$ cat src/rtl/poly_interp_pkg.sv
`timescale 1ns/1ps
package poly_interp_pkg;
   localparam int DEF_L      = 5;
   localparam int DEF_TAPS   = 10;
   localparam int DEF_COEF_W = 16;

   // Triangular kernel (linear interpolation) in Q1.15, padded to a multiple of L
   function automatic logic [DEF_TAPS*DEF_COEF_W-1:0] tri_coefs();
      logic [DEF_TAPS*DEF_COEF_W-1:0] v;
      v = '0;
      for (int i = 0; i < DEF_TAPS; i++) begin
         int w;
         w = (i < DEF_L) ? (i + 1) : (2*DEF_L - 1 - i);
         v[i*DEF_COEF_W +: DEF_COEF_W] = DEF_COEF_W'((w * 32767) / DEF_L);
      end
      return v;
   endfunction
endpackage

$ cat src/rtl/pif_history.sv
`timescale 1ns/1ps
module pif_history #(
   parameter int IN_W  = 16,
   parameter int DEPTH = 2
) (
   input  logic                   clk,
   input  logic                   rst,
   input  logic                   adv,
   input  logic signed [IN_W-1:0] din,
   output logic signed [IN_W-1:0] win [DEPTH]
);
   assign win[0] = din;

   generate
      if (DEPTH > 1) begin : g_hist
         logic signed [IN_W-1:0] past [DEPTH-1];
         always_ff @(posedge clk) begin
            if (rst) begin
               for (int i = 0; i < DEPTH-1; i++) past[i] <= '0;
            end else if (adv) begin
               past[0] <= din;
               for (int i = 1; i < DEPTH-1; i++) past[i] <= past[i-1];
            end
         end
         for (genvar j = 1; j < DEPTH; j++) begin : g_tap
            assign win[j] = past[j-1];
         end
      end
   endgenerate
endmodule

$ cat src/rtl/pif_subfilter.sv
`timescale 1ns/1ps
module pif_subfilter #(
   parameter int IN_W   = 16,
   parameter int COEF_W = 16,
   parameter int OUT_W  = 32,
   parameter int L      = 5,
   parameter int TAPS   = 10,
   parameter int PHASE  = 0,
   parameter logic [TAPS*COEF_W-1:0] COEFS = '0
) (
   input  logic                    clk,
   input  logic                    rst,
   input  logic                    load,
   input  logic signed [IN_W-1:0]  win [TAPS/L],
   output logic signed [OUT_W-1:0] res
);
   localparam int SUB_TAPS = TAPS / L;
   localparam int PROD_W   = IN_W + COEF_W;
   localparam int ACC_W    = PROD_W + $clog2(SUB_TAPS);

   logic signed [ACC_W-1:0] acc;
   logic signed [OUT_W-1:0] fmt;

   always_comb begin
      logic signed [PROD_W-1:0] prod;
      acc = '0;
      for (int j = 0; j < SUB_TAPS; j++) begin
         prod = win[j] * $signed(COEFS[(PHASE + L*j)*COEF_W +: COEF_W]);
         acc  = acc + ACC_W'(prod);
      end
   end

   generate
      if (OUT_W >= ACC_W) begin : g_extend
         assign fmt = OUT_W'(acc);
      end else begin : g_clamp
         logic [ACC_W-OUT_W:0] top;
         logic                 fits;
         assign top  = acc[ACC_W-1:OUT_W-1];
         assign fits = (&top) | ~(|top);
         always_comb begin
            if (fits)              fmt = acc[OUT_W-1:0];
            else if (acc[ACC_W-1]) fmt = {1'b1, {(OUT_W-1){1'b0}}};
            else                   fmt = {1'b0, {(OUT_W-1){1'b1}}};
         end
      end
   endgenerate

   always_ff @(posedge clk) begin
      if (rst)       res <= '0;
      else if (load) res <= fmt;
   end
endmodule

$ cat src/rtl/pif_serializer.sv
`timescale 1ns/1ps
module pif_serializer #(
   parameter int OUT_W = 32,
   parameter int L     = 5,
   parameter int PH_W  = 3
) (
   input  logic                    clk,
   input  logic                    rst,
   input  logic                    ce,
   input  logic                    start,
   input  logic signed [OUT_W-1:0] res [L],
   output logic                    out_valid,
   output logic [PH_W-1:0]         out_phase,
   output logic signed [OUT_W-1:0] out_data
);
   logic            busy;
   logic [PH_W-1:0] idx;

   always_ff @(posedge clk) begin
      if (rst) begin
         busy <= 1'b0;
         idx  <= '0;
      end else if (ce) begin
         if (start) begin
            busy <= 1'b1;
            idx  <= '0;
         end else if (busy) begin
            if (idx == PH_W'(L-1)) begin
               busy <= 1'b0;
               idx  <= '0;
            end else begin
               idx <= idx + 1'b1;
            end
         end
      end
   end

   assign out_valid = busy;
   assign out_phase = idx;
   assign out_data  = res[idx];
endmodule

$ cat src/rtl/poly_interp_fir.sv
`timescale 1ns/1ps
module poly_interp_fir #(
   parameter int IN_W   = 16,
   parameter int COEF_W = poly_interp_pkg::DEF_COEF_W,
   parameter int OUT_W  = 32,
   parameter int L      = poly_interp_pkg::DEF_L,
   parameter int TAPS   = poly_interp_pkg::DEF_TAPS,
   parameter logic [TAPS*COEF_W-1:0] COEFS = poly_interp_pkg::tri_coefs(),
   localparam int PH_W  = $clog2(L)
) (
   input  logic                    clk,
   input  logic                    rst,
   input  logic                    ce,
   input  logic                    in_valid,
   input  logic signed [IN_W-1:0]  in_data,
   output logic                    out_valid,
   output logic [PH_W-1:0]         out_phase,
   output logic signed [OUT_W-1:0] out_data
);
   localparam int SUB_TAPS = TAPS / L;

   generate
      if (L < 2)            begin : g_bad_l    $error("interpolation factor must be at least 2"); end
      if (TAPS % L != 0)    begin : g_bad_taps $error("tap count must be a multiple of the factor"); end
      if (OUT_W < 2 || IN_W < 2 || COEF_W < 2) begin : g_bad_w $error("widths must be at least 2"); end
   endgenerate

   logic                    take;
   logic signed [IN_W-1:0]  win [SUB_TAPS];
   logic signed [OUT_W-1:0] res [L];

   assign take = ce & in_valid;

   pif_history #(.IN_W(IN_W), .DEPTH(SUB_TAPS)) hist_i (
      .clk(clk), .rst(rst), .adv(take), .din(in_data), .win(win)
   );

   generate
      for (genvar k = 0; k < L; k++) begin : g_phase
         pif_subfilter #(
            .IN_W(IN_W), .COEF_W(COEF_W), .OUT_W(OUT_W),
            .L(L), .TAPS(TAPS), .PHASE(k), .COEFS(COEFS)
         ) sub_i (
            .clk(clk), .rst(rst), .load(take), .win(win), .res(res[k])
         );
      end
   endgenerate

   pif_serializer #(.OUT_W(OUT_W), .L(L), .PH_W(PH_W)) ser_i (
      .clk(clk), .rst(rst), .ce(ce), .start(take), .res(res),
      .out_valid(out_valid), .out_phase(out_phase), .out_data(out_data)
   );
endmodule

$ cat config.mk
export PLATFORM = sky130hd
export DESIGN_NAME = poly_interp_fir
export DESIGN_NICKNAME = d
export VERILOG_FILES = /design/src/rtl/poly_interp_pkg.sv /design/src/rtl/pif_history.sv /design/src/rtl/pif_subfilter.sv /design/src/rtl/pif_serializer.sv /design/src/rtl/poly_interp_fir.sv
export SDC_FILE = /design/constraint.sdc
export NUM_CORES = 2
export LEC_CHECK = 0
export BUFFER_PORTS_ARGS = -buffer_cell sky130_fd_sc_hd__buf_4
export CORE_UTILIZATION = 65
export DETAILED_ROUTE_END_ITERATION = 6
export GPL_TIMING_DRIVEN = 0
export PLACE_DENSITY = 0.91
export SKIP_LAST_GASP = 1
export SYNTH_ARGS = -nofsm -noshare
export SYNTH_HDL_FRONTEND = slang
export SYNTH_SLANG_ARGS = --single-unit
$ cat constraint.sdc
create_clock -name clk -period 25 [get_ports clk]
set_input_delay 5 -clock clk [delete_from_list [all_inputs] [get_ports clk]]
set_output_delay 5 -clock clk [all_outputs]
set_load 0.005 [all_outputs]
==> impl_metrics.yaml <==
yosys:
  seq_area_frac_synth: 0.0810
  synth.top_cell.area_share: 0.331
  synth_seq_cells: 180
  synth_area_leaders: "fa_1 33%, ha_1 21%, inv_1 10%"
  ys_types: 88
  synth_top_area_cell: "fa_1"
  synthArstFlopShare: 0
  syn_area_sq_um: 46400
  synth_edf_count: 16
  postSynthAreaPerCell_sq_um: 9.31
  synthCells: 4986
  ys_warn_count: 0
  syn_nets: 6549
  synth_ff_type: "dfxtp_1"
worst_setup_path:
  path_common_cell: "ha_1"
  worst_setup_path_start_kind: "input port"
  critical_path_required_ps: 25450
  critPathKind: "input port to register"
  crit_slowest_cell: "xor2_1"
  worstPathArrival_ps: 16990
  max_stage_delay_ps: 1210
  worstPathMaxFanout: 19
  endpoint_kind: "register"
placed_design:
  placed_area_sq_um: 48200
  hpwl_um: 131000
  place_ws_ps: 8530
  gp_congestion: 1.07
  portBuffers: 55
global_routing:
  grt_pass1_wl_um: 230000
  track_usage: 0.432
  antenna_found_initial: 7
  grt_pass1_vias: 38160
  grt_max_degree: 77
  overflow: 0
clock_tree:
  cts_tree: "built"
  clkTransAtPathRegs_ps: 80
  cts_hold_buf: 0
  ctsResizeCount: 0
  cts_root_buf: "clkbuf_16"
  cts_setup_buffers: 0
  numCtsBuffers: 17
  cts.sinks: 180
  insertion_delay_ps: 520
  cts_buffer_depth: 2
  cts_max_level: 4
sta:
  min_period_ps: 16540
  finalHoldViolCount: 0
  setup_tns_ps: 0
  setup_slack_ps: 8460
  maxSlewViolCount: 6
  slew_headroom: -0.0190
  period_share: 0.661
  max_freq_mhz: 60.5
  worst_clock_skew_ps: 23.2
  worst_pin_slew_ps: 1520
  setup_violations: 0
  grt_setup_unrepaired: "false"
final_layout:
  drive_gt1_frac: 0.0368
  final_core_util: 0.693
  fill_cells: 5404
  layout.nets: 6628
  postLayoutCellArea_sq_um: 48800
  final_cell_mix: "1277 x inv_1, 776 x ha_1, 767 x fa_1"
  final_common_cell: "inv_1"
  areaGrowthSynthToFinish_pct: 5.06
floorplan:
  dieWidth_um: 269
  dieArea_sq_um: 72500
  ios: 56
  dieHeight_um: 269
  initial_core_util: 0.660
  row_count: 97
  core_region_area_sq_um: 70400
detailed_routing:
  drt-vias-per-instance: 6.23
  first_pass_iters: 6
  vias: 37505
  postRouteWirelength_um: 155000
  wl_per_cell_um: 25.7
  ant_nets: 0
  drc: 0
  drt_iter0_drc: 4396
run_status:
  status: "finished, violations left"
  violations: "max-capacitance violations, max-slew violations"
job:
  cap_violations: 1
hold_path:
  hold_class: "register to register"
==> cell type report <==
type / instances / area [sq um] / area share
plain buffers: 87 / 382 / 0.00782
diodes: 6 / 15.0 / 0.000308
multi-input cells: 3440 / 37500 / 0.768
clock buffers: 19 / 454 / 0.00931
repair buffers: 60 / 547 / 0.0112
inverters: 1279 / 4800 / 0.0985
clock inverters: 13 / 154 / 0.00315
flip-flops and latches: 180 / 3760 / 0.0771
well taps: 940 / 1180 / 0.0241
==> worst max-delay path, delay by kind of cell <==
kind / cells / cell delay [ps]
and+or+nand+nor: 8 / 1700
adders and majority gates: 9 / 3730
buffers and inverters: 8 / 2040
AOI/OAI and AO/OA: 11 / 3030
xor gates and xnor gates: 2 / 1410
==> metrics by stage <==
step                      hold slack, ps  std cells
final                                440       6024
after global routing                 481       6023
after CTS                            440       6018
after detailed placement             428       5986
after global placement               423       5981
after floorplan                      415       4986
==> cells by family after synthesis <==
logic type,count (synthesis),synth area share
and+or+nand+nor,622,0.0650
xor gates and xnor gates,293,0.0559
adders and majority gates,1543,0.540
AOI/OAI and AO/OA,911,0.131
muxes,71,0.0153
buffers and inverters,1366,0.112
DFF,180,0.0810
==> per-layer routing <==
metal | wire length, um | track usage
met5 | 8 | 0
met1 | 55500 | 0.536
met4 | 14600 | 0.333
met2 | 64900 | 0.629
met3 | 19600 | 0.135
==> path summary, 6_finish.rpt <==
path,cells after the start,slack [ps],end,from
worst max-delay path,38,8460,g_phase[1].sub_i.res[16]$_SDFFE_PP0P_,in_data[0]
worst min-delay path,2,440,g_phase[0].sub_i.res[4]$_SDFFE_PP0P_,g_phase[0].sub_i.res[4]$_SDFFE_PP0P_
worst max register to register,32,14210,g_phase[2].sub_i.res[18]$_SDFFE_PP0P_,hist_i.g_hist.past[0][2]$_SDFFCE_PN0P_
worst min register to register,2,440,g_phase[0].sub_i.res[4]$_SDFFE_PP0P_,g_phase[0].sub_i.res[4]$_SDFFE_PP0P_
==> synthesized netlist by cell type, types with 16 or more instances <==
cell and n:
inv_1 1278, ha_1 776, fa_1 767, a21oi_1 258, nor2_1 205, xnor2_1 198
dfxtp_1 164, o21ai_0 151, nand2_1 146, a21o_1 105, a221o_1 98, xor2_1 92
mux2i_1 71, clkbuf_1 55, or2_2 43, o21bai_1 42, nand3_1 41, o21a_1 37
o22ai_1 36, nor3_1 30, a31oi_1 29, a211oi_1 28, and3_1 25, nand2b_1 25
and2_1 21, nor2b_1 21, edfxtp_1 16
==> state kept, by name, summed over array words and instances (netlist names) <==
name	flops
g_phase.sub_i.res	160
hist_i.g_hist.past	16
ser_i.out_phase	3
ser_i.out_valid	1
Power is not shown: default switching activity piles up to over one toggle a cycle in this logic, so the estimate is an artifact.
